File: config.mk
export PLATFORM = sky130hd
export DESIGN_NAME = ea_calc
export DESIGN_NICKNAME = d
export VERILOG_FILES = /design/src/rtl/ea_pkg.sv /design/src/rtl/ea_step.sv /design/src/rtl/ea_index.sv /design/src/rtl/ea_core.sv /design/src/rtl/ea_calc.sv
export SDC_FILE = /design/constraint.sdc
export NUM_CORES = 1
export LEC_CHECK = 0
export BUFFER_PORTS_ARGS = -buffer_cell sky130_fd_sc_hd__clkbuf_2
export CELL_PAD_IN_SITES_DETAIL_PLACEMENT = 1
export CELL_PAD_IN_SITES_GLOBAL_PLACEMENT = 2
export CORE_MARGIN = 2
export CORE_UTILIZATION = 30
export CTS_CLUSTER_DIAMETER = 60
export CTS_CLUSTER_SIZE = 28
export DETAILED_ROUTE_END_ITERATION = 8
export PLACE_DENSITY_LB_ADDON = 0.1
export RECOVER_POWER = 100
export SLEW_MARGIN = 40
export SYNTH_ARGS = -nofsm -noshare
export SYNTH_HDL_FRONTEND = slang
export SYNTH_HIERARCHICAL = 1
export SYNTH_SLANG_ARGS = --single-unit
File: constraint.sdc
create_clock -name clk -period 5.2 [get_ports clk]
set_input_delay 0.78 -clock clk [delete_from_list [all_inputs] [get_ports clk]]
set_output_delay 0.78 -clock clk [all_outputs]
set_load 0.005 [all_outputs]
File: src/rtl/ea_pkg.sv
package ea_pkg;
    typedef enum logic [2:0] {
        AM_ABS_SHORT = 3'd0,
        AM_ABS_LONG  = 3'd1,
        AM_INDIRECT  = 3'd2,
        AM_POST_INC  = 3'd3,
        AM_PRE_DEC   = 3'd4,
        AM_OFFSET16  = 3'd5,
        AM_INDEXED   = 3'd6,
        AM_RESERVED  = 3'd7
    } amode_e;

    typedef enum logic [1:0] {
        OS_BYTE  = 2'd0,
        OS_WORD  = 2'd1,
        OS_LONG  = 2'd2,
        OS_LONG2 = 2'd3
    } osize_e;
endpackage

File: src/rtl/ea_step.sv
module ea_step #(
    parameter int AW     = 32,
    parameter int RNW    = 3,
    parameter int SP_REG = 7
) (
    input  logic [1:0]     size_i,
    input  logic [RNW-1:0] reg_num_i,
    input  logic           base_pc_i,
    output logic [AW-1:0]  step_o
);
    import ea_pkg::*;

    logic is_stack;

    always_comb begin
        is_stack = (reg_num_i == RNW'(SP_REG)) && !base_pc_i;
        unique case (osize_e'(size_i))
            OS_BYTE: step_o = is_stack ? AW'(2) : AW'(1);
            OS_WORD: step_o = AW'(2);
            default: step_o = AW'(4);
        endcase
    end
endmodule

File: src/rtl/ea_index.sv
module ea_index #(
    parameter int AW = 32,
    parameter int SW = 2
) (
    input  logic [AW-1:0] idx_i,
    input  logic          idx_long_i,
    input  logic [SW-1:0] scale_i,
    output logic [AW-1:0] idx_scaled_o
);
    localparam int HW = 16;

    logic [AW-1:0] idx_ext;

    always_comb begin
        idx_ext      = idx_long_i ? idx_i : {{(AW-HW){idx_i[HW-1]}}, idx_i[HW-1:0]};
        idx_scaled_o = idx_ext << scale_i;
    end
endmodule

File: src/rtl/ea_core.sv
module ea_core #(
    parameter int AW = 32
) (
    input  logic [2:0]    mode_i,
    input  logic [AW-1:0] base_i,
    input  logic [AW-1:0] disp_i,
    input  logic [AW-1:0] step_i,
    input  logic [AW-1:0] idx_scaled_i,
    input  logic          base_pc_i,
    output logic [AW-1:0] ea_o,
    output logic [AW-1:0] base_next_o,
    output logic          base_we_o
);
    import ea_pkg::*;

    localparam int HW = 16;
    localparam int BW = 8;

    logic [AW-1:0] d16_ext;
    logic [AW-1:0] d8_ext;
    logic [AW-1:0] dec_val;

    always_comb begin
        d16_ext     = {{(AW-HW){disp_i[HW-1]}}, disp_i[HW-1:0]};
        d8_ext      = {{(AW-BW){disp_i[BW-1]}}, disp_i[BW-1:0]};
        dec_val     = base_i - step_i;
        ea_o        = base_i;
        base_next_o = base_i;
        base_we_o   = 1'b0;
        unique case (amode_e'(mode_i))
            AM_ABS_SHORT: ea_o = d16_ext;
            AM_ABS_LONG:  ea_o = disp_i;
            AM_POST_INC: begin
                ea_o        = base_i;
                base_next_o = base_i + step_i;
                base_we_o   = !base_pc_i;
            end
            AM_PRE_DEC: begin
                ea_o        = dec_val;
                base_next_o = dec_val;
                base_we_o   = !base_pc_i;
            end
            AM_OFFSET16:  ea_o = base_i + d16_ext;
            AM_INDEXED:   ea_o = base_i + d8_ext + idx_scaled_i;
            default:      ea_o = base_i;
        endcase
    end
endmodule

File: src/rtl/ea_calc.sv
module ea_calc #(
    parameter int AW     = 32,
    parameter int RNW    = 3,
    parameter int SW     = 2,
    parameter int SP_REG = 7
) (
    input  logic           clk,
    input  logic           rst_n,
    input  logic           req_valid,
    input  logic [2:0]     mode_i,
    input  logic [1:0]     size_i,
    input  logic [RNW-1:0] reg_num_i,
    input  logic           base_pc_i,
    input  logic [AW-1:0]  base_i,
    input  logic [AW-1:0]  idx_i,
    input  logic           idx_long_i,
    input  logic [SW-1:0]  scale_i,
    input  logic [AW-1:0]  disp_i,
    output logic           res_valid_o,
    output logic [AW-1:0]  ea_o,
    output logic [AW-1:0]  base_next_o,
    output logic           base_we_o
);
    logic [AW-1:0] step_w;
    logic [AW-1:0] idx_scaled_w;
    logic [AW-1:0] ea_w;
    logic [AW-1:0] next_w;
    logic          we_w;

    ea_step #(.AW(AW), .RNW(RNW), .SP_REG(SP_REG)) u_step (
        .size_i    (size_i),
        .reg_num_i (reg_num_i),
        .base_pc_i (base_pc_i),
        .step_o    (step_w)
    );

    ea_index #(.AW(AW), .SW(SW)) u_index (
        .idx_i        (idx_i),
        .idx_long_i   (idx_long_i),
        .scale_i      (scale_i),
        .idx_scaled_o (idx_scaled_w)
    );

    ea_core #(.AW(AW)) u_core (
        .mode_i       (mode_i),
        .base_i       (base_i),
        .disp_i       (disp_i),
        .step_i       (step_w),
        .idx_scaled_i (idx_scaled_w),
        .base_pc_i    (base_pc_i),
        .ea_o         (ea_w),
        .base_next_o  (next_w),
        .base_we_o    (we_w)
    );

    always_ff @(posedge clk) begin
        if (!rst_n) begin
            res_valid_o <= 1'b0;
            ea_o        <= '0;
            base_next_o <= '0;
            base_we_o   <= 1'b0;
        end else begin
            res_valid_o <= req_valid;
            ea_o        <= ea_w;
            base_next_o <= next_w;
            base_we_o   <= req_valid && we_w;
        end
    end
endmodule

* After elaboration in Yosys (flattened, before gate mapping) *
Index checks and enable logic that the tools add are counted.

storage, ports and cells
  logic and storage cells = 29
  output and inout bits = 66
  flip-flop bits (word level) = 66
  bits of input ports = 111

cells by class
  muxes and demuxes = 6
  $add $sub $neg = 5
  reductions and logical operators = 6
  eq/ne operators = 7
  shift operators = 1

operators with widths
  kind                                                 count
  case mux 32 bit (5 select lines)                     1
  adder 32 bit                                         4
  case mux 32 bit (2 select lines)                     2
  two-way mux 32 bit                                   1
  << shifter 32 x 2 -> 32 bit                          1
  subtractor 32 bit                                    1
  equality test 3 bit, second input constant           4
  equality test 3 x 1 -> 1 bit, second input constant  1
  equality test 3 x 2 -> 1 bit, second input constant  1
  logical NOT 3 bit                                    1
  equality test 2 x 1 -> 1 bit, second input constant  1
  logical AND 1 bit                                    2
  logical NOT 2 bit                                    1
  two-way mux 2 bit                                    1
  OR reduction 2 bit                                   1
  logical NOT 1 bit                                    1
  two-way mux 1 bit                                    1

* Depth between registers and ports, before layout *
  depth in word-level cells = 6
  depth in mapped cells = 20
  gate-level depth less buffers = 17

* Cells and area by module *
The synthesis kept the hierarchy.

by module, submodules not included
  module    seq. area each (um2)  cells an instance  area each (um2)  times used
  ea_core   0.0                   1,283              8,967.4          1
  ea_calc   1,321.3               139                1,800.5          1
  ea_index  0.0                   80                 824.5            1
  ea_step   0.0                   34                 250.2            1

* Worst setup path after synthesis *
OpenSTA, ideal clock, no wires.

  path type = input -> register
  start point = input scale_i[0]
  end point = register ea_o[21]
  required time = 5,085 ps
  stages on the path = 19
  slack = 326 ps
  path buffers = 3
  setup time = 115 ps
  arrival = 4,759 ps
  path through = buf_6 > buf_12 > buf_6 > mux2i_1 > nor2_1 > fa_1 > ha_1 > fa_1 > a211oi_1 > o21ai_0 > a2111oi_0 > a211oi_1 > a21o_1 > a221oi_1 > o41ai_1 > xor2_1 > a221oi_1 > a21oi_1 > and2_1

between the ends
  cells in the longest elaborated chain, start to end = 3

ends and longest elaborated chain
  what                              RTL line        source
  start: declaration                ea_calc.sv:17   input logic [SW-1:0] scale_i,
  << shifter 32 x 2 -> 32 bit       ea_index.sv:16  idx_scaled_o = idx_ext << scale_i;
  via idx_scaled_w[1]               ea_calc.sv:25   logic [AW-1:0] idx_scaled_w;
  adder 32 bit                      ea_core.sv:44   AM_INDEXED: ea_o = base_i + d8_ext + idx_scaled_i;
  case mux 32 bit (5 select lines)  ea_core.sv:30   unique case (amode_e'(mode_i))
  via ea_w[21]                      ea_calc.sv:26   logic [AW-1:0] ea_w;
  end signal: assignment            ea_calc.sv:64   ea_o <= ea_w;
  end: declaration                  ea_calc.sv:20   output logic [AW-1:0] ea_o,

The timed path passes the listed nets, and every way through them passes these cells.
A chain may end at the register's enable or synchronous reset.

* Worst setup path after layout *
  start point = input base_pc_i
  end point = register ea_o[22]

between the ends
  cells in the longest elaborated chain, start to end = 6

ends and longest elaborated chain
  what                              RTL line       source
  start: declaration                ea_calc.sv:13  input logic base_pc_i,
  logical NOT 1 bit                 ea_step.sv:16  is_stack = (reg_num_i == RNW'(SP_REG)) && !base_pc_i;
  logical AND 1 bit                 ea_step.sv:16
  two-way mux 2 bit                 ea_step.sv:18  OS_BYTE: step_o = is_stack ? AW'(2) : AW'(1);
  case mux 32 bit (2 select lines)  ea_step.sv:17  unique case (osize_e'(size_i))
  via step_w[0]                     ea_calc.sv:24  logic [AW-1:0] step_w;
  subtractor 32 bit                 ea_core.sv:26  dec_val = base_i - step_i;
  case mux 32 bit (5 select lines)  ea_core.sv:30
  via ea_w[22]                      ea_calc.sv:26

The timed path passes the listed nets, and every way through them passes these cells.

==> insert_results.sql <==
INSERT INTO impl_metrics (metric_group, metric, value, unit) VALUES
('clock_tree', 'clock_sink_count', '66', ''),
('clock_tree', 'tritoncts.num_buffers', '9', ''),
('place', 'placed_cells_incl_taps', '2191', ''),
('global_routing', 'via_count_of_the_first_global_routing_pass', '12380', ''),
('route', 'drtPass1Iterations', '5', ''),
('setup_path', 'setup.worst_path.class', 'input port to flop', ''),
('floorplan', 'die_width', '202.7', 'um'),
('cells_and_area', 'layout-drive-gt1-share', '13.50', '%'),
('power', 'leakagePower', '5.882', 'nW'),
('route', 'detail_route.iter0.violations', '614', ''),
('setup_path', 'critical_path_fanout_max', '6', ''),
('synthesis', 'synth_enable_flop_cells', '0', ''),
('setup_path', 'worst-endpoint-arrival', '5.12', 'ns'),
('route', 'routed_via_density', '5.542', ''),
('cells_and_area', 'multi_input_area', '9656', 'sq um'),
('setup_path', 'worst_setup_path_end_kind', 'flop', ''),
('global_routing', 'grt_pass1_wl', '74750', 'um'),
('place', 'place.port_buffers', '176', ''),
('sta', 'fin_ws', '0.3574', 'ns'),
('synthesis', 'synth-warning-count', '6', ''),
('cells_and_area', 'mostFrequentLayoutCell', 'a21oi_1', ''),
('synthesis', 'post_synth_num_cell_types', '87', ''),
('synthesis', 'synth.top_cells.by_area', 'ha_1 (13%), dfxtp_1 (11%), a21oi_1 (7.0%)', ''),
('route', 'route.antenna.remaining_nets', '0', ''),
('clock_tree', 'cts_buffer_depth', '2', ''),
('floorplan', 'io_pins', '177', ''),
('sta', 'period_share', '93.13', '%'),
('cells_and_area', 'flow.area_growth_from_synthesis', '13.35', '%'),
('cells_and_area', 'nFillCells', '4818', ''),
('synthesis', 'synth.ff_latch_count', '66', ''),
('floorplan', 'core.rowCount', '72', ''),
('sta', 'layout_min_cycle_time', '4.843', 'ns'),
('setup_path', 'startpoint_type', 'input port', ''),
('global_routing', 'largest_net_degree_at_the_start_of_global_routing', '67', ''),
('sta', 'setup_viol_count_final', '0', ''),
('synthesis', 'async_s_r_ff_share_synth', '0', '%'),
('place', 'detail_placement_hpwl', '38960', 'um'),
('place', 'dp_worst_setup_slack', '-0.03143', 'ns'),
('sta', 'drv_slew', '0', ''),
('global_routing', 'grt_overflow', '0', ''),
('setup_path', 'worstSetupStartpoint', 'base_pc_i', ''),
('route', 'drt-wirelength-per-cell', '22.01', 'um'),
('global_routing', 'global_route.usage.total', '23.63', '%'),
('sta', 'worstMarginPinSlew', '1.198', 'ns'),
('floorplan', 'chipHeight', '202.7', 'um'),
('worst_hold_path', 'timing.hold.worst.start', 'req_valid', ''),
('sta', 'clock.fmax', '206.5', 'MHz'),
('synthesis', 'post-synth-top-area-cell', 'ha_1', ''),
('floorplan', 'dieArea', '41080', 'sq um'),
('cells_and_area', 'mostFrequentLayoutCells', 'a21oi_1 (166), clkbuf_2 (139), ha_1 (123)', ''),
('clock_tree', 'tritoncts', 'yes', ''),
('synthesis', 'yosysSeqAreaShare', '11.16', '%'),
('global_routing', 'antenna_found_initial', '2', ''),
('route', 'via_count', '12230', ''),
('clock_tree', 'ctsHoldBuffers', '0', ''),
('cells_and_area', 'nNetsFinal', '1953', ''),
('sta', 'rsz0062_at_grt', 'false', ''),
('flow_run', 'timing.max_cap.violations', '0', ''),
('route', 'final_wirelength', '48580', 'um'),
('cells_and_area', 'final_cell_count_no_fill', '2207', ''),
('clock_tree', 'clk_pin_slew', '0.07', 'ns'),
('power', 'ir_worst_vdd', '0.0001420', 'V'),
('clock_tree', 'h-tree-depth', '3', ''),
('worst_hold_path', 'timing.hold.worst.class', 'input port to flop', ''),
('sta', 'max_slew_margin', '19.84', '%'),
('synthesis', 'synth-main-ff-cell', 'dfxtp_1', ''),
('outcome', 'run_status', 'finished, final reports clean', ''),
('sta', 'finalHoldViolCount', '0', ''),
('floorplan', 'start_util', '30.50', '%'),
('worst_hold_path', 'min_delay_worst_endpoint', 'res_valid_o', ''),
('power', 'design_power_total', '3.143', 'mW');
## Yosys cell counts (8+ instances only)
cell type and n:
a21o_1 65, buf_2 12, a31oi_1 21, clkbuf_1 60
nand2b_1 16, xor2_1 26, fa_1 35, a21oi_1 166
a221oi_1 13, nor2_1 101, a22oi_1 8, nor3_1 27
nand4_1 11, nand2_1 87, o31ai_1 13, dfxtp_1 66
ha_1 123, o21a_1 11, mux4_2 10, o21bai_1 34
nand3_1 26, buf_6 9, a22o_1 14, o22ai_1 13
and3_1 17, o211ai_1 15, mux2i_1 24, a221o_1 18
a211oi_1 15, and2_1 69, buf_4 31, o221ai_1 30
xnor2_1 64, o21ai_0 79, inv_1 84
## final cells by class
cell class              count  area share [%]
inverters                  87           2.442
well taps                 518           4.828
flip-flops and latches     66           9.843
clock buffers              11           1.808
clock inverters             5          0.2237
repair buffers            227           8.929
multi-input cells        1293           71.93
## power breakdown
group          switching (mW)  total (mW)  internal [mW]
registers              0.0183       0.578          0.560
clock network           0.277       0.610          0.333
logic                    1.16        1.95          0.795
total                    1.46        3.14           1.69
## registers in the layout (all words and copies together), names as in the netlist
register and cells:
res_valid_o 1, base_we_o 1, base_next_o 32, ea_o 32
## routing by layer
layer | up-vias | track usage [%] | wire, um
met4 | 0 | 6.595 | 899
li1 | 5925 | - | -
met5 | - | 0 | 0
met1 | 6039 | 34.77 | 24720
met3 | 36 | 1.782 | 1675
met2 | 232 | 36.85 | 21290
## kinds of logic (layout without fill, tap and decap cells)
group,Yosys count,after routing,share of synthesized area [%]
AND/OR/NAND/NOR,397,397,16.93
adder cells (fa/ha/maj),158,158,18.91
flip-flops,66,66,11.16
XOR/XNOR,90,90,6.656
AO/OA/AOI/OAI,581,581,33.30
other,1,29,0.03167
buffers and inverters,205,330,8.325
multiplexers,38,38,4.691
## worst max-delay path: stages
cell	delay [ns]
clkbuf_1	0.11
and4b_1	0.22
nor3_1	0.25
ha_1	0.24
inv_1	0.06
fa_1	0.46
a21o_1	0.22
a31o_2	0.26
nand4_1	0.14
a31oi_1	0.10
or3_1	0.44
a211o_1	0.41
a21o_1	0.23
a21oi_1	0.22
xnor2_1	0.15
a221oi_1	0.48
o22ai_1	0.16
and2_0	0.18
## worst max path at each step
stage | end | slack (ns) | depth (start not counted)
floorplan | ea_o[21] | 0.33 | 19
global placement | ea_o[25] | 0.03 | 17
detailed placement | ea_o[25] | -0.03 | 17
CTS | ea_o[21] | 0.36 | 17
global route | ea_o[25] | 0.01 | 18
finish | ea_o[22] | 0.36 | 18
## timing repair
action / in CTS / in global routing
setup buffers: 0 / 0
resized for setup: 0 / 1
setup endpoints to repair: 0 / 1
## stage by stage
stage / utilization [%] / instance area, sq um
floorplan: - / 11950
global placement: 34.06 / 13220
finish: 34.57 / 13420
global route: 34.57 / 13420
CTS: 34.78 / 13500
detailed placement: 34.07 / 13230
Note: power is estimated with default switching activity, not from simulation.
